## src/rtl/iowin_pkg.sv

```systemverilog
package iowin_pkg;
    localparam int DATA_W     = 8;
    localparam int PAGE_W     = 4;
    localparam int WIN_W      = 9;
    localparam int RAM_ADDR_W = PAGE_W + WIN_W;

    // upper 7 address bits shared by the two data ports
    localparam logic [6:0] DATA_PORT_HI = 7'b1111110;
    localparam logic [7:0] PAGE_PORT    = 8'hFE;

    typedef struct packed {
        logic [PAGE_W-1:0] page;
    } iowin_state_t;
endpackage

```

## src/rtl/iowin_port_decode.sv

```systemverilog
module iowin_port_decode
    import iowin_pkg::*;
(
    input  logic [15:0] io_addr,
    input  logic        io_wr,
    input  logic        io_rd,
    output logic        data_wr,
    output logic        data_rd,
    output logic        page_wr
);
    logic data_hit;
    logic page_hit;

    always_comb begin
        data_hit = (io_addr[15:9] == DATA_PORT_HI);
        page_hit = (io_addr[15:8] == PAGE_PORT);
        data_wr  = io_wr & data_hit;
        data_rd  = io_rd & ~io_wr & data_hit;
        page_wr  = io_wr & page_hit;
    end
endmodule

```

## src/rtl/iowin_bit_perm.sv

```systemverilog
module iowin_bit_perm #(
    parameter int W       = 8,
    parameter int STRIDE  = 3,
    parameter int SHIFT   = 1,
    parameter bit SCATTER = 1'b1
) (
    input  logic [W-1:0] din,
    output logic [W-1:0] dout
);
    for (genvar i = 0; i < W; i++) begin : g_bit
        localparam int J = (i * STRIDE + SHIFT) % W;
        if (SCATTER) begin : g_sc
            assign dout[J] = din[i];
        end else begin : g_ga
            assign dout[i] = din[J];
        end
    end
endmodule

```

## src/rtl/iowin_ram_bridge.sv

```systemverilog
module iowin_ram_bridge
    import iowin_pkg::*;
#(
    parameter int ADDR_STRIDE = 5,
    parameter int ADDR_SHIFT  = 2,
    parameter int DATA_STRIDE = 3,
    parameter int DATA_SHIFT  = 1
) (
    input  logic                  clk,
    input  logic                  rst_n,
    input  logic [15:0]           io_addr,
    input  logic                  io_wr,
    input  logic                  io_rd,
    input  logic [DATA_W-1:0]     host_din,
    output logic [DATA_W-1:0]     host_dout,
    output logic                  host_oe,
    output logic [RAM_ADDR_W-1:0] ram_addr,
    output logic [DATA_W-1:0]     ram_wdata,
    input  logic [DATA_W-1:0]     ram_rdata,
    output logic                  ram_we,
    output logic                  ram_oe
);
    iowin_state_t st_d, st_q;
    logic data_wr, data_rd, page_wr;
    logic [RAM_ADDR_W-1:0] log_addr;
    logic [DATA_W-1:0]     rd_gather;

    iowin_port_decode u_dec (
        .io_addr (io_addr),
        .io_wr   (io_wr),
        .io_rd   (io_rd),
        .data_wr (data_wr),
        .data_rd (data_rd),
        .page_wr (page_wr)
    );

    always_comb begin
        st_d = st_q;
        if (page_wr) st_d.page = host_din[PAGE_W-1:0];
    end

    always_ff @(posedge clk or negedge rst_n) begin
        if (!rst_n) st_q <= '0;
        else        st_q <= st_d;
    end

    assign log_addr = {st_q.page, io_addr[WIN_W-1:0]};

    iowin_bit_perm #(.W(RAM_ADDR_W), .STRIDE(ADDR_STRIDE), .SHIFT(ADDR_SHIFT), .SCATTER(1'b1)) u_aperm (
        .din  (log_addr),
        .dout (ram_addr)
    );

    iowin_bit_perm #(.W(DATA_W), .STRIDE(DATA_STRIDE), .SHIFT(DATA_SHIFT), .SCATTER(1'b1)) u_wperm (
        .din  (host_din),
        .dout (ram_wdata)
    );

    iowin_bit_perm #(.W(DATA_W), .STRIDE(DATA_STRIDE), .SHIFT(DATA_SHIFT), .SCATTER(1'b0)) u_rperm (
        .din  (ram_rdata),
        .dout (rd_gather)
    );

    always_comb begin
        ram_we    = data_wr;
        ram_oe    = data_rd;
        host_oe   = data_rd;
        host_dout = data_rd ? rd_gather : '0;
    end
endmodule

```

## config.mk

```make
export PLATFORM = sky130hd
export DESIGN_NAME = iowin_ram_bridge
export DESIGN_NICKNAME = d
export VERILOG_FILES = /design/src/rtl/iowin_pkg.sv /design/src/rtl/iowin_port_decode.sv /design/src/rtl/iowin_bit_perm.sv /design/src/rtl/iowin_ram_bridge.sv
export SDC_FILE = /design/constraint.sdc
export NUM_CORES = 1
export LEC_CHECK = 0
export BUFFER_PORTS_ARGS = -buffer_cell sky130_fd_sc_hd__buf_2
export CAP_MARGIN = 0
export CORE_MARGIN = 2
export CORE_UTILIZATION = 29
export CTS_CLUSTER_SIZE = 25
export DETAILED_ROUTE_END_ITERATION = 6
export GPL_ROUTABILITY_DRIVEN = 1
export GPL_TIMING_DRIVEN = 0
export PLACE_DENSITY = 0.9
export SETUP_SLACK_MARGIN = 0.3
export SLEW_MARGIN = 20
export SYNTH_ARGS = -nofsm -noshare
export SYNTH_HDL_FRONTEND = slang
export SYNTH_HIERARCHICAL = 1
export SYNTH_SLANG_ARGS = --single-unit
```

## constraint.sdc

```tcl
create_clock -name clk -period 2.1 [get_ports clk]
set_input_delay 0.42 -clock clk [delete_from_list [all_inputs] [get_ports clk]]
set_output_delay 0.42 -clock clk [all_outputs]
set_load 0.1 [all_outputs]
```

# Word level (Yosys, flattened, before mapping)

Index checks and enable logic that the tools add are counted.
Widths: inputs -> output; s select.

Equal/unequal tests: 2
Mux-type cells: 1
Bitwise gates (word level): 5

Operators with widths:

| cell               | count |
|---|---|
| $eq 8x8->1 const B | 1 |
| $mux 8             | 1 |
| $eq 7x7->1 const B | 1 |
| $and 1x1->1        | 4 |
| $not 1->1          | 1 |

Input bits: 36
Output and inout bits: 32
Logic and storage cells: 9
Register bits after elaboration: 4

# Logic depth before layout (Yosys ltp)

Word-level depth: 4
Mapped depth: 3
Depth with buffers taken out: 3

# By module

Netlist, hierarchy kept.

By module, submodules not included:

| module                        | cells an instance | seq. area each (um^2) | instances | area each (um^2) |
|---|---|---|---|---|
| iowin_ram_bridge              | 17                | 100.1                 | 1         | 202.7 |
| iowin_bit_perm at u_rperm ... | 8                 | 0.0                   | 2         | 60.1 |
| iowin_bit_perm at u_aperm     | 13                | 0.0                   | 1         | 97.6 |
| iowin_port_decode             | 9                 | 0.0                   | 1         | 48.8 |

# Worst setup path after synthesis

No wires, ideal clock.

Kind: input to output
From: in io_addr[15]
To: out host_dout[0]
Required time: 1.680 ns
Slack: -3.254 ns
Arrival: 4.934 ns
Buffers on the path: 0
Stages: 3
Path through: nand4_1 > nor4_1 > and2_1

Word-level cells in the longest chain between the ends: 3

Ends and longest elaborated chain:

| element         | line                    | text |
|---|---|---|
| start, declared | iowin_ram_bridge.sv:11  | `input logic [15:0] io_addr,` |
| $eq 7x7->1      | iowin_port_decode.sv:15 | `data_hit = (io_addr[15:9] == DATA_PORT_HI);` |
| $and 1x1->1     | iowin_port_decode.sv:18 | `data_rd = io_rd & ~io_wr & data_hit;` |
| via host_oe     | iowin_ram_bridge.sv:16  | `output logic host_oe,` |
| $mux 8          | iowin_ram_bridge.sv:68  | `host_dout = data_rd ? rd_gather : '0;` |
| end, declared   | iowin_ram_bridge.sv:15  | `output logic [DATA_W-1:0] host_dout,` |

The timed path passes the listed nets, and every way through them passes these cells.

# Final worst setup path

From: in io_wr
To: out host_dout[0]

Word-level cells in the longest chain between the ends: 4

Ends and longest elaborated chain:

| element                   | line                    | text |
|---|---|---|
| start, declared           | iowin_ram_bridge.sv:12  | `input logic io_wr,` |
| $not 1->1                 | iowin_port_decode.sv:18 |  |
| $and 1x1->1 (2 in series) | iowin_port_decode.sv:18 |  |
| $mux 8                    | iowin_ram_bridge.sv:68  |  |

Every way passes these cells.

==> results.sh <==
export IMPL_final_setup_viol_count=0
export IMPL_slew_viol_final=0
export IMPL_synth_cells=55
export IMPL_worst_slack_ns=0.227
export IMPL_crit_required_ns=1.68
export IMPL_grt_pass1_wl_um=1960
export IMPL_relSlewSlack_pct=43.6
export IMPL_wl_per_cell_um=11.9
export IMPL_finalCritPeriodShare_pct=89.2
export IMPL_die_h_um=44.2
export IMPL_worstPathCellList="buf_6 > nand2b_4 > nor4_4 > buf_4 > and2_4 > buf_12"
export IMPL_drive_above_1_share_pct=86.4
export IMPL_drt_total_wl_um=1500
export IMPL_ir_drop_v=0.000443
export IMPL_criticalPathCategory="in2out"
export IMPL_slowest_stage="nor4_4"
export IMPL_skew_ns=0
export IMPL_async_reset_ff_share_pct=100
export IMPL_synth_edf_count=0
export IMPL_clock_root_buffer="clkbuf_4"
export IMPL_via_per_inst=4.22
export IMPL_syn_nets=91
export IMPL_drt_initial_drc_count=6
export IMPL_largest_registers="st_q (4)"
export IMPL_diodes=0
export IMPL_first_pass_iters=4
export IMPL_leakage_nw=0.571
export IMPL_fmaxAchievable_mhz=534
export IMPL_cts_path_max_buffers=2
export IMPL_htreeDepth=1
export IMPL_dpl_hpwl_um=1070
export IMPL_netlist_top_cells_count="30 x buf_4, 8 x and2_1, 4 x dfrtp_1, 4 x mux2_1, 3 x nor4_1"
export IMPL_vias=532
export IMPL_post_place_ws_ns=-0.158
export IMPL_yosys_warnings=6
export IMPL_dieArea_sq_mm=0.00196
export IMPL_crit_fanout=5
export IMPL_cts_tree="done"
export IMPL_grt_ovfl_total=0
export IMPL_synth_most_common_cell="buf_4"
export IMPL_hp_class="in2reg"
export IMPL_grt_pass1_vias=493
export IMPL_regMostFlops="st_q"
export IMPL_ios=68
export IMPL_core_rowCount=14
export IMPL_largest_reg_flops=4
export IMPL_tightest_slew_ns=0.838
export IMPL_yosysSeqAreaShare_pct=21.3
export IMPL_powerDensity_mw_per_mm2=433
export IMPL_ys_ff_latch=4
export IMPL_crit_arrival_ns=1.45
export IMPL_cpPeakStageDelay_ns=0.29
export IMPL_cp_end_kind="output pin"
export IMPL_design_area_sq_mm=0.00100
export IMPL_core_area_sq_mm=0.00151
export IMPL_gr_usage_all_layers_pct=13.9
export IMPL_initial_core_util_pct=31.1
export IMPL_holdWs_ns=0.421
export IMPL_path_clk_slew_ns=0.04
export IMPL_finalHoldViolCount=0
export IMPL_rsz0062_at_grt="true"
export IMPL_max_cap_violations=0
export IMPL_cp_start_kind="input pin"
export IMPL_grt_start_max_net_pins=6
export IMPL_synth_area_top_cells="buf_4 48%, dfrtp_1 21%, and2_1 11%"
export IMPL_clk_latency_ns=0.23
export IMPL_ys_types=9
export IMPL_cts_sinks=4
export IMPL_die_w_um=44.2
export IMPL_synth_largest_area_cell="buf_4"
export IMPL_synth_ff_type="dfrtp_1"
export IMPL_drcViolationCount=0
export IMPL_synth_top_area_share_pct=48.0
export IMPL_outcome="finished, final reports clean"
export IMPL_numPortBuffers=47
export IMPL_min_period_ns=1.87
export IMPL_ant_nets=0
export IMPL_area_growth_pct=113
export IMPL_synth_area_sq_um=469
export IMPL_syn_area_per_cell_sq_um=8.53
export IMPL_cts_inserted_buffers=3
export IMPL_place_area_sq_um=756
export IMPL_gp_congestion=0.679
export IMPL_antenna_found_initial=0
export IMPL_finalNetCount=148
-- per-stage QoR --
step	power (mW)	utilization, %	cells	TNS, ns
global route	0.456	66.4	126	0
finish	0.434	66.4	126	0
CTS	0.433	64.4	125	0
floorplan	0.290	-	55	-8.53
global placement	0.324	50.2	118	-0.860
detailed placement	0.327	50.2	118	-1.31
-- worst paths after layout --
path | startpoint | endpoint | slack, ns | cells after the start
worst min-delay path | host_din[1] | st_q[1] | 0.42 | 2
max in group asynchronous | rst_n | st_q[3] | 1.45 | 2
min in group asynchronous | rst_n | st_q[2] | 0.52 | 2
worst max-delay path | io_wr | host_dout[0] | 0.23 | 6
worst min register to register | st_q[2] | st_q[2] | 0.49 | 1
worst max register to register | st_q[3] | st_q[3] | 1.33 | 1
-- report_power, final --
group	switching [mW]	internal, mW
registers	0.00164	0.0811
clock network	0.0319	0.0640
logic	0.185	0.0705
total	0.218	0.216
-- area by class of cell --
type | count | area, sq um
multi-input combinational | 19 | 185
sequential | 4 | 100
inverter | 2 | 7.51
timing repair buffer | 52 | 440
buffer | 30 | 225
clock buffer | 3 | 22.5
fill | 135 | 505
tap | 16 | 20.0
-- logic make-up (layout without fill, tap and decap cells) --
| logic type | Yosys count | count (layout) | share of synthesized area [%] |
|---|---|---|---|
| multiplexers | 4 | 4 | 9.60 |
| buffers and inverters | 32 | 87 | 49.6 |
| flip-flops | 4 | 4 | 21.3 |
| AND/OR/NAND/NOR | 15 | 15 | 19.5 |
-- layout by cell type (no fill, tap or decap), drive strengths merged --
cell         count
and2             8
buf             81
clkbuf           3
dfrtp            4
dlygate4sd3      1
inv              2
mux2             4
nand2            1
nand2b           2
nand4            1
nor4             3
-- what timing repair did --
action                                 4_1_cts  5_1_grt
hold buffers                                 1        0
endpoints found under the hold margin        4        0
gates cloned                                 1        0
pin swaps                                    7        3
setup endpoints to repair                   11       15
buffers inserted                             2        1
resized for setup                           47        6
-- critical path, delay by kind of cell --
kind                   cells  cell delay (ns)
AND/OR/NAND/NOR            3             0.59
buffers and inverters      3             0.45
-- routing by layer --
layer / global-route usage (%) / share of wire, % / vias up
met3: 7.76 / 8.6 / 0
met1: 10.9 / 27 / 250
met2: 28.5 / 64 / 27
met5: 0 / 0 / -
met4: 3.03 / 0 / 0
li1: - / - / 255
Power figures use the tool's default switching activity.
